===== src/rtl/dma_irq_pkg.sv =====
// Shared register addresses and widths for the DMA interrupt router.
package dma_irq_pkg;
    localparam int REG_AW = 3;
    localparam int DATA_W = 32;

    typedef enum logic [REG_AW-1:0] {
        A_TX_EN  = 3'd0,
        A_RX_EN  = 3'd1,
        A_TX_ST  = 3'd2,
        A_RX_ST  = 3'd3,
        A_DIR    = 3'd4,
        A_SUMM   = 3'd5
    } reg_addr_e;
endpackage


===== src/rtl/dma_irq_stat_bank.sv =====
// Sticky status bank: one bit per channel, set by an event pulse and
// cleared by a write-one-to-clear vector. Assumes clr_i is already decoded.
// A set in the same cycle as a clear takes priority.
module dma_irq_stat_bank #(
    parameter int NCH = 4
) (
    input  logic           clk,
    input  logic           rst_n,
    input  logic [NCH-1:0] evt_i,
    input  logic [NCH-1:0] clr_i,
    output logic [NCH-1:0] stat_o
);
    logic [NCH-1:0] stat_q;

    // Update status: clear requested bits, then OR in new events (event wins).
    always_ff @(posedge clk) begin
        if (!rst_n) stat_q <= '0;
        else        stat_q <= (stat_q & ~clr_i) | evt_i;
    end

    assign stat_o = stat_q;


    evt_sets_chk: assert property (@(posedge clk) disable iff (!rst_n)
        (evt_i != '0) |=> ((stat_q & $past(evt_i)) == $past(evt_i)));


    clr_only_chk: assert property (@(posedge clk) disable iff (!rst_n)
        (clr_i == '0) |=> ((~stat_q & $past(stat_q)) == '0));
endmodule


===== src/rtl/dma_irq_cfg.sv =====
// Register write decode: holds the per-channel enables and the direction
// mask, and turns writes to the status addresses into clear vectors.
// Assumes NCH < DATA_W.
module dma_irq_cfg
    import dma_irq_pkg::*;
#(
    parameter int NCH = 4
) (
    input  logic              clk,
    input  logic              rst_n,
    input  logic              wr_en,
    input  logic [REG_AW-1:0] wr_addr,
    input  logic [DATA_W-1:0] wr_data,
    output logic [NCH-1:0]    tx_en_o,
    output logic [NCH-1:0]    rx_en_o,
    output logic [1:0]        dir_o,
    output logic [NCH-1:0]    tx_clr_o,
    output logic [NCH-1:0]    rx_clr_o
);
    logic [NCH-1:0] tx_en_q, rx_en_q;
    logic [1:0]     dir_q;
    logic           unused_wr_hi;

    assign unused_wr_hi = ^wr_data[DATA_W-1:NCH];

    // Hold the enable words and the direction mask.
    always_ff @(posedge clk) begin
        if (!rst_n) begin
            tx_en_q <= '0;
            rx_en_q <= '0;
            dir_q   <= 2'b11;
        end else if (wr_en) begin
            if (wr_addr == A_TX_EN) tx_en_q <= wr_data[NCH-1:0];
            if (wr_addr == A_RX_EN) rx_en_q <= wr_data[NCH-1:0];
            if (wr_addr == A_DIR)   dir_q   <= wr_data[1:0];
        end
    end

    // Decode write-one-to-clear strobes for the two status words.
    always_comb begin
        tx_clr_o = '0;
        rx_clr_o = '0;
        if (wr_en && wr_addr == A_TX_ST) tx_clr_o = wr_data[NCH-1:0];
        if (wr_en && wr_addr == A_RX_ST) rx_clr_o = wr_data[NCH-1:0];
    end

    assign tx_en_o = tx_en_q;
    assign rx_en_o = rx_en_q;
    assign dir_o   = dir_q;


    dir_hold_chk: assert property (@(posedge clk) disable iff (!rst_n)
        !(wr_en && wr_addr == A_DIR) |=> $stable(dir_q));


    en_hold_chk: assert property (@(posedge clk) disable iff (!rst_n)
        !(wr_en && wr_addr == A_TX_EN) |=> $stable(tx_en_q));
endmodule


===== src/rtl/dma_irq_merge.sv =====
// Output merge: gates status with enables to form the per-channel lines,
// builds the direction-masked pending vector, the normal summary, the
// common line, and the register read mux. Purely combinational.
module dma_irq_merge
    import dma_irq_pkg::*;
#(
    parameter int NCH = 4
) (
    input  logic              mode_sel,
    input  logic [NCH-1:0]    tx_st_i,
    input  logic [NCH-1:0]    rx_st_i,
    input  logic [NCH-1:0]    tx_en_i,
    input  logic [NCH-1:0]    rx_en_i,
    input  logic [1:0]        dir_i,
    input  logic [REG_AW-1:0] rd_addr,
    output logic [DATA_W-1:0] rd_data,
    output logic [NCH-1:0]    tx_irq_o,
    output logic [NCH-1:0]    rx_irq_o,
    output logic              common_o
);
    logic [NCH-1:0] pend;
    logic           norm_sum;
    logic           abn_sum;

    // Per-channel lines and direction-masked pending bits.
    for (genvar c = 0; c < NCH; c++) begin : g_ch
        assign tx_irq_o[c] = tx_st_i[c] & tx_en_i[c];
        assign rx_irq_o[c] = rx_st_i[c] & rx_en_i[c];
        assign pend[c]     = (dir_i[0] & tx_irq_o[c]) | (dir_i[1] & rx_irq_o[c]);
    end

    assign abn_sum  = 1'b0;
    assign norm_sum = ~mode_sel & (|pend);
    assign common_o = (~mode_sel & (|tx_irq_o | |rx_irq_o)) | abn_sum;

    // Register read mux; undefined bits and addresses read zero.
    always_comb begin
        rd_data = '0;
        case (rd_addr)
            A_TX_EN: rd_data[NCH-1:0] = tx_en_i;
            A_RX_EN: rd_data[NCH-1:0] = rx_en_i;
            A_TX_ST: rd_data[NCH-1:0] = tx_st_i;
            A_RX_ST: rd_data[NCH-1:0] = rx_st_i;
            A_DIR:   rd_data[1:0]     = dir_i;
            A_SUMM: begin
                rd_data[0]       = norm_sum;
                rd_data[1]       = abn_sum;
                rd_data[NCH+1:2] = pend;
            end
            default: rd_data = '0;
        endcase
    end
endmodule


===== src/rtl/dma_irq_router.sv =====
// Top of the DMA completion interrupt router. Wires two sticky status
// banks (transmit, receive), the register decode and the output merge.
// Assumes completion pulses are synchronous to clk and NCH + 2 <= 32.
module dma_irq_router
    import dma_irq_pkg::*;
#(
    parameter int NCH = 4
) (
    input  logic              clk,
    input  logic              rst_n,
    input  logic              mode_sel,
    input  logic [NCH-1:0]    tx_done,
    input  logic [NCH-1:0]    rx_done,
    input  logic              wr_en,
    input  logic [REG_AW-1:0] wr_addr,
    input  logic [DATA_W-1:0] wr_data,
    input  logic [REG_AW-1:0] rd_addr,
    output logic [DATA_W-1:0] rd_data,
    output logic [NCH-1:0]    tx_irq,
    output logic [NCH-1:0]    rx_irq,
    output logic              common_irq
);
    logic [NCH-1:0] tx_en, rx_en, tx_clr, rx_clr, tx_st, rx_st;
    logic [1:0]     dir;

    dma_irq_cfg #(.NCH(NCH)) u_cfg (
        .clk(clk), .rst_n(rst_n), .wr_en(wr_en), .wr_addr(wr_addr),
        .wr_data(wr_data), .tx_en_o(tx_en), .rx_en_o(rx_en), .dir_o(dir),
        .tx_clr_o(tx_clr), .rx_clr_o(rx_clr)
    );

    dma_irq_stat_bank #(.NCH(NCH)) u_tx_bank (
        .clk(clk), .rst_n(rst_n), .evt_i(tx_done), .clr_i(tx_clr), .stat_o(tx_st)
    );

    dma_irq_stat_bank #(.NCH(NCH)) u_rx_bank (
        .clk(clk), .rst_n(rst_n), .evt_i(rx_done), .clr_i(rx_clr), .stat_o(rx_st)
    );

    dma_irq_merge #(.NCH(NCH)) u_merge (
        .mode_sel(mode_sel), .tx_st_i(tx_st), .rx_st_i(rx_st),
        .tx_en_i(tx_en), .rx_en_i(rx_en), .dir_i(dir), .rd_addr(rd_addr),
        .rd_data(rd_data), .tx_irq_o(tx_irq), .rx_irq_o(rx_irq),
        .common_o(common_irq)
    );


    common_follow_chk: assert property (@(posedge clk) disable iff (!rst_n)
        (!mode_sel && (tx_irq != '0 || rx_irq != '0)) |-> common_irq);


    mode1_quiet_chk: assert property (@(posedge clk) disable iff (!rst_n)
        mode_sel |-> !common_irq);
endmodule


===== config.mk =====
export PLATFORM = sky130hd
export DESIGN_NAME = dma_irq_router
export DESIGN_NICKNAME = d
export VERILOG_FILES = /design/src/rtl/dma_irq_pkg.sv /design/src/rtl/dma_irq_stat_bank.sv /design/src/rtl/dma_irq_cfg.sv /design/src/rtl/dma_irq_merge.sv /design/src/rtl/dma_irq_router.sv
export SDC_FILE = /design/constraint.sdc
export NUM_CORES = 1
export LEC_CHECK = 0
export BUFFER_PORTS_ARGS = -buffer_cell sky130_fd_sc_hd__clkbuf_2
export CORE_ASPECT_RATIO = 1.25
export CORE_MARGIN = 4
export CORE_UTILIZATION = 35
export CTS_BUF_LIST = sky130_fd_sc_hd__clkbuf_8
export DETAILED_ROUTE_END_ITERATION = 10
export PLACE_DENSITY_LB_ADDON = 0.05
export SKIP_CTS_REPAIR_TIMING = 1
export SLEW_MARGIN = 20
export SYNTH_ARGS = -nofsm -noshare
export SYNTH_HDL_FRONTEND = slang
export SYNTH_SLANG_ARGS = --single-unit

===== constraint.sdc =====
create_clock -name clk -period 1.37 [get_ports clk]
set_input_delay 0.137 -clock clk [delete_from_list [all_inputs] [get_ports clk]]
set_output_delay 0.137 -clock clk [all_outputs]
set_load 0.02 [all_outputs]

==> Word level (Yosys, flattened, before mapping) <==
Cells that the tools add are included.
{ "classes": {"magnitude_cmp": 0, "bitwise": 30, "shifts": 0, "n_eq_ne": 9, "div_mod_pow": 0, "n_reduce_logical": 10, "n_mux": 5, "mul": 0, "n_addsub": 0} }
{ "op_table": {"columns": ["operator", "n"], "rows": [
  ["bitwise AND 1 bit", 18],
  ["equality test 3 x 2 -> 1 bit, second input constant", 4],
  ["case mux 2 bit (6 select lines)", 1],
  ["OR reduction 4 bit", 3],
  ["case mux 2 bit (5 select lines)", 1],
  ["equality test 3 bit, second input constant", 3],
  ["bitwise AND 4 bit", 2],
  ["2-to-1 mux 4 bit", 2],
  ["inverter 4 bit", 2],
  ["bitwise OR 4 bit", 2],
  ["equality test 3 x 1 -> 1 bit, second input constant", 2],
  ["zero test 3 bit", 2],
  ["AND reduction 2 bit", 3],
  ["bitwise OR 1 bit", 5],
  ["logical AND 1 bit", 2],
  ["2-to-1 mux 2 bit", 1],
  ["inverter 1 bit", 1]
]} }
{ "totals": {"rom_bits": 0, "wordCells": 59, "output_inout_bits": 41, "ram_bits": 0, "register_bits": 18, "latchBits": 0, "n_memories": 0} }

==> Depth between registers and ports, before layout <==
Gate-level depths: netlist (run 1).
{ "depth": {"word_depth": 6, "ltp_mapped": 5, "ltp_nobuf": 4} }

==> Modules after synthesis <==
From an unflattened synthesis (run 1), not the netlist that was laid out.
{ "unflattened": {"hier_cells": 143, "hier_area_um2": 1347.5} }
{ "modules_own_cells": {"columns": ["mod", "cells_per_inst", "seq_area_each_um2", "n_inst", "area_per_inst_um2"], "rows": [
  ["dma_irq_merge", 68, 0.0, 1, 515.5],
  ["dma_irq_cfg", 51, 200.2, 1, 501.7],
  ["dma_irq_stat_bank", 12, 80.1, 2, 165.2]
]} }

==> Worst setup path after synthesis (run 1) <==
No wires, ideal clock.
{ "synth_timing": {"path_kind": "register to output", "startpoint": "register u_cfg.tx_en_q[1] (netlist: u_cfg.tx_en_o[1])", "endpoint": "output rd_data[0]", "path_buffers": 0, "stages_incl_launch_ff": 5, "arrival_time_ns": 1.373, "required_time_ns": 1.233, "path_slack_ns": -0.140, "cell_sequence": "dfxtp_1 -> and2_1 -> a22o_1 -> nor4_1 -> o31ai_1"} }
{ "synth_via": {"elab_chain_len": 6} }
{ "synth_rtl": {"columns": ["item", "line", "rtl"], "rows": [
  ["from (decl)", "dma_irq_cfg.sv:20", "logic [NCH-1:0] tx_en_q, rx_en_q;"],
  ["from (signal assigned)", "dma_irq_cfg.sv:33", "if (wr_addr == A_TX_EN) tx_en_q <= wr_data[NCH-1:0];"],
  ["bitwise AND 1 bit", "dma_irq_merge.sv:27", "assign tx_irq_o[c] = tx_st_i[c] & tx_en_i[c];"],
  ["named net tx_irq[1]", "dma_irq_router.sv:19", "output logic [NCH-1:0] tx_irq,"],
  ["bitwise AND 1 bit", "dma_irq_merge.sv:29", "assign pend[c] = (dir_i[0] & tx_irq_o[c]) | (dir_i[1] & rx_irq_o[c]);"],
  ["bitwise OR 1 bit", "dma_irq_merge.sv:29", null],
  ["OR reduction 4 bit", "dma_irq_merge.sv:33", "assign norm_sum = ~mode_sel & (|pend);"],
  ["bitwise AND 1 bit", "dma_irq_merge.sv:33", null],
  ["case mux 2 bit (6 select lines)", "dma_irq_merge.sv:39", "case (rd_addr)"],
  ["to (decl)", "dma_irq_router.sv:18", "output logic [DATA_W-1:0] rd_data,"]
]} }
The timed path passes the listed nets, and every way through them passes these cells.

==> Worst setup path after layout (run 1) <==
{ "layout_timing": {"startpoint": "register u_rx_bank.stat_q[2] (netlist: u_rx_bank.stat_o[2])", "endpoint": "output rd_data[0]"} }
{ "layout_via": {"elab_chain_len": 6} }
{ "layout_rtl": {"columns": ["item", "line", "rtl"], "rows": [
  ["from (decl)", "dma_irq_stat_bank.sv:13", "logic [NCH-1:0] stat_q;"],
  ["from (signal assigned)", "dma_irq_stat_bank.sv:18", "else stat_q <= (stat_q & ~clr_i) | evt_i;"],
  ["bitwise AND 1 bit", "dma_irq_merge.sv:28", "assign rx_irq_o[c] = rx_st_i[c] & rx_en_i[c];"],
  ["bitwise AND 1 bit", "dma_irq_merge.sv:29", null],
  ["bitwise OR 1 bit", "dma_irq_merge.sv:29", null],
  ["OR reduction 4 bit", "dma_irq_merge.sv:33", null],
  ["bitwise AND 1 bit", "dma_irq_merge.sv:33", null],
  ["case mux 2 bit (6 select lines)", "dma_irq_merge.sv:39", null]
]} }
Every way passes these cells.

==> flow_summary.yaml, run 1 <==
final_layout:
  multiInputGateArea_um2: 786
  diodes: 0
  nFillCells: 339
  nets: 242
  stdcell_area_mm2: 0.00161
  regArea_um2: 367
  drive_gt1_share_pct: 40.8
  area_growth_pct: 28.8
  postLayoutCoreUtil_pct: 46.5
synth:
  synth_seq_cells: 18
  ys_seq_area_share_pct: 28.9
  yosys_warnings: 0
  syn_area_per_cell_um2: 9.04
  ys_types: 30
  syn_inst: 138
  syn_area_mm2: 0.00125
timing:
  timing.final.hold_violations: 0
  setup_viol: 7
  fmax_mhz: 594
  fin_ws_ns: -0.313
  slew_viol_final: 0
  fin_skew_ns: 0
  rsz0062_at_grt: "yes"
  fin_crit_sh_pct: 123
  holdWs_ns: 0.0989
  finalSetupTns_ns: -1.04
  fin_crit_ns: 1.68
route:
  drc: 0
  vias_per_cell: 4.64
  wire_per_inst_um: 13.6
  detail_route.wirelength_um: 3120
  drt_iter0_drc: 31
  first_pass_iters: 4
  ant_nets: 0
  vias: 1067
cts:
  clk_latency_ns: 0.24
  cts_buffers: 3
  cts_sinks: 18
  cts_root_buffer: "clkbuf_8"
  htree_num_levels: 1
  clk_pin_slew_worst_paths_ns: 0.07
  ctsLongestPathBuffers: 2
  cts_tree: "built"
pwr:
  power_leakage_nw: 0.733
  p_per_area_mw_per_mm2: 795
  swShare_pct: 28.0
  p_int_w: 0.000920
  vdd_drop_max_mv: 0.791
  p_seq_share_pct: 44.3
  clkPwrFrac_pct: 33.3
  pwr-share-comb_pct: 22.5
  switchingPower_w: 0.000358
place:
  place_ws_ns: -0.0632
  dp_hpwl_um: 2580
  io_buffers: 36
  dpl_cell_area_mm2: 0.00149
  gp_congestion: 0.765
grt:
  grt_first_pass_wirelength_um: 4970
  antenna_found_initial: 0
  grt_max_degree: 19
  track_usage_pct: 14.5
  grt.overflow.total: 0
  grt_pass1_vias: 1058
critical_path:
  r2r_setup_slack_ns: 0.64
  start_kind: "flip-flop"
  critPathKind: "flip-flop to output port"
  required_ns: 1.23
  path_max_fanout: 3
  arrival_ns: 1.55
  critPathCaptureType: "output port"
status:
  violations: "negative setup slack"
  status: "finished, violations left"
floorplan:
  coreArea_mm2: 0.00345
  start_util_pct: 36.1
  ios: 91
  fp-row-count: 24
  die-area_mm2: 0.00459
  fp.dieH_um: 74.7
  die_w_um: 61.4
job:
  maxCapViolations: 0
worst_hold_path:
  hold_path.class: "input port to flip-flop"
[final cells by class]
type                            count  share of cell area (%)
Clock buffer                        4                    3.43
Multi-Input combinational cell    114                    48.9
Sequential cell                    18                    22.8
Tap cell                           39                    3.04
Timing Repair Buffer               55                    21.8
[state kept, by name, summed over array words and instances (netlist names)]
signal	flops
u_cfg.rx_en_o	4
u_rx_bank.stat_o	4
u_cfg.dir_o	2
u_tx_bank.stat_o	4
u_cfg.tx_en_o	4
[worst max-delay path, cell delays in order (launching register included)]
cell and delay (ns):
dfxtp_2 0.33, and2_4 0.16, a22o_1 0.22, nor4_2 0.30
o31ai_2 0.11, buf_4 0.17
[metrics by stage]
step | power, W | instances
floorplan | 0.000812 | 163
global placement | 0.000850 | 225
detailed placement | 0.000853 | 225
CTS | 0.00128 | 229
global route | 0.00135 | 230
finish | 0.00128 | 230
[Yosys cell counts]
cell      count  share of area, %
conb_1        1              0.30
nor3b_1       1              0.60
dfxtp_1      18                29
mux2i_1      14                11
and2_1        8               4.0
mux2_2        1              0.90
o21ai_0       3               1.2
a31oi_1       2               1.0
a22o_1        4               2.8
a21boi_0      4               2.4
nand2_1      10               3.0
and4b_1       1              0.80
nor2_1        2              0.60
nor2b_1      15               7.5
nor2b_4       1               1.1
clkbuf_2      1              0.40
o31ai_1       1              0.60
a31o_1        1              0.70
buf_6         2               1.8
buf_4        26                16
clkbuf_1      2              0.60
o21a_1        5               3.0
nor3_1        1              0.40
a21oi_1       4               1.6
o22ai_1       3               1.5
nor4b_4       1               1.9
nor4_1        2               1.0
mux4_2        1               1.8
a22oi_1       1              0.60
and4bb_2      2               2.0
[power groups by stage]
stage | sequential (W) | combinational, W | clock, W
global route | 0.000569 | 0.000317 | 0.000464
CTS | 0.000562 | 0.000280 | 0.000442
finish | 0.000566 | 0.000287 | 0.000425
detailed placement | 0.000574 | 0.000279 | 0
global placement | 0.000574 | 0.000276 | 0
floorplan | 0.000570 | 0.000243 | 0
[kinds of logic (layout without fill, tap and decap cells)]
| group | count (synthesis) | after routing | share of synthesized area (%) |
|---|---|---|---|
| flops | 18 | 18 | 28.9 |
| buf+inv | 31 | 59 | 18.5 |
| compound gates | 28 | 28 | 15.4 |
| other cells | 1 | 26 | 0.301 |
| simple gates | 44 | 44 | 23.0 |
| mux | 16 | 16 | 13.9 |
[worst paths after layout]
kind	start	endpoint	cells past startpoint
setup reg to reg	u_tx_bank.stat_o[3]	u_tx_bank.stat_o[3]	2
hold reg to reg	u_rx_bank.stat_o[2]	u_rx_bank.stat_o[2]	2
hold / removal	tx_done[1]	u_tx_bank.stat_o[1]	2
setup / recovery	u_rx_bank.stat_o[2]	rd_data[0]	5
[layout by cell type (no fill, tap or decap), types with 3 or more instances in the layout]
master,instances
a21boi_0,4
a21oi_1,4
a22o_1,4
and2_1,4
and2_4,4
buf_4,20
buf_6,4
clkbuf_2,30
clkbuf_8,4
conb_1,26
dfxtp_1,13
dfxtp_2,5
mux2i_1,14
nand2_1,10
nor2b_1,14
o21a_1,5
o21ai_0,3
o22ai_1,3
[metal layers]
layer	track usage, %	part of all wire (%)	vias up
met5	0	0	-
met4	3.54	0.48	0
met3	2.40	8.7	2
met2	22.8	46	45
met1	20.5	45	477
li1	-	-	543
Power figures use the tool's default switching activity.
==> inputs of run 2 (changes only) <==
- REMOVE_ABC_BUFFERS: not set -> 1
==> flow_summary.yaml, run 2 (same netlist as run 1, synthesis figures left out) <==
timing:
  rsz0062_at_grt: "yes"
  setup_viol: 6
  fmax_mhz: 610
  fin_crit_sh_pct: 120
  fin_skew_ns: 0
  timing.final.hold_violations: 0
  holdWs_ns: 0.0902
  slew_viol_final: 0
  fin_ws_ns: -0.268
  fin_crit_ns: 1.64
cts:
  cts_tree: "built"
  cts_sinks: 18
  clk_pin_slew_worst_paths_ns: 0.07
  htree_num_levels: 1
  clk_latency_ns: 0.25
  cts_root_buffer: "clkbuf_8"
  cts_buffers: 3
  ctsLongestPathBuffers: 2
grt:
  use_met3_pct: 2.40
  grt.overflow.total: 0
  track_usage_pct: 15.1
  grt_max_degree: 19
  top_usage_layer: "met2"
  antenna_found_initial: 0
  met1_usage_pct: 20.2
  grt_first_pass_wirelength_um: 5000
  grt_pass1_vias: 1038
  use_met2_pct: 24.7
floorplan:
  fp.dieH_um: 74.7
  ios: 91
  coreArea_mm2: 0.00345
  die_w_um: 61.4
  fp-row-count: 24
  die-area_mm2: 0.00459
  start_util_pct: 36.1
route:
  wire_per_inst_um: 14.1
  ant_nets: 0
  drc: 0
  first_pass_iters: 4
  vias: 1105
  vias_per_cell: 4.68
  drt_iter0_drc: 40
  detail_route.wirelength_um: 3330
worst_hold_path:
  holdPathStages: 2
  hold_path.class: "input port to flip-flop"
  holdPathEnd: "u_tx_bank.stat_o[1]"
  min_from: "tx_done[1]"
final_layout:
  nFillCells: 361
  stdcell_area_mm2: 0.00164
  nets: 249
  diodes: 0
  area_growth_pct: 31.8
  drive_gt1_share_pct: 42.6
  mostFrequentLayoutCells: "clkbuf_2, conb_1, buf_4"
  postLayoutCoreUtil_pct: 47.6
  final_common_cell: "clkbuf_2"
place:
  io_buffers: 36
  dp_hpwl_um: 2700
  gp_congestion: 0.717
  dpl_cell_area_mm2: 0.00151
critical_path:
  path_cells: "mux4_2 -> nor2b_4 -> a31o_1 -> buf_6"
  slowest_delay_ns: 0.46
  r2r_setup_slack_ns: 0.55
  path_max_fanout: 3
  reg2reg_from: "u_tx_bank.stat_o[1]"
  critPathCaptureType: "output port"
  worstReg2RegEnd: "u_tx_bank.stat_o[1]"
  arrival_ns: 1.50
  start_kind: "flip-flop"
  crit_path_top_delay_cell: "mux4_2"
  critPathKind: "flip-flop to output port"
  reg2reg_depth: 3
  required_ns: 1.23
status:
  status: "finished, violations left"
  violations: "negative setup slack"
pwr:
  fin_total_pwr_w: 0.00123
  power_leakage_nw: 0.764
  vdd_drop_max_mv: 0.461
  p_per_area_mw_per_mm2: 746
job:
  maxCapViolations: 0
## run 2: through the flow
| step | worst slack [ns] | TNS, ns | std cells |
|---|---|---|---|
| 3_5_place_dp | -0.0513 | -0.0590 | 230 |
| 6_report | -0.268 | -1.04 | 236 |
| 3_3_place_gp | -0.0368 | -0.0412 | 230 |
| 2_1_floorplan | -0.140 | -0.140 | 132 |
| 4_1_cts | -0.343 | -1.15 | 233 |
| 5_1_grt | -0.385 | -1.53 | 236 |
## run 2: worst max-delay path: cells and delay by family, from the launching register on
family	cells	cell delay [ns]
and+or+nand+nor	1	0.13
DFF	1	0.33
buffers and inverters	1	0.13
muxes	1	0.46
AOI/OAI and AO/OA	1	0.20
## run 2: routing by layer
metal	vias up	part of all wire [%]	routed length [um]
met5	-	0	0
met4	0	0.93	31
met3	5	7.3	244
met2	40	49	1640
met1	500	43	1420
li1	560	-	-
## run 2: cell type report
type	instances	area [um2]	share of cell area (%)
clock buffers	3	41.3	2.51
well taps	39	48.8	2.97
repair buffers	62	398	24.2
multi-input cells	114	787	47.9
flip-flops and latches	18	369	22.5
## run 2: power breakdown
part           internal [W]  switching, W  total [W]
clock network      0.000195      0.000173   0.000368
registers          0.000549     0.0000156   0.000565
logic              0.000121      0.000172   0.000293
total              0.000865      0.000361    0.00123
## run 2: worst max path at each step
stage | from | cells past startpoint | to
floorplan | u_cfg.tx_en_o[1] | 4 | rd_data[0]
global placement | u_tx_bank.stat_o[1] | 5 | rd_data[0]
detailed placement | u_tx_bank.stat_o[1] | 5 | rd_data[0]
CTS | u_tx_bank.stat_o[1] | 5 | rd_data[0]
global route | u_rx_bank.stat_o[2] | 5 | rd_data[0]
finish | u_rx_bank.stat_o[3] | 4 | rd_data[3]
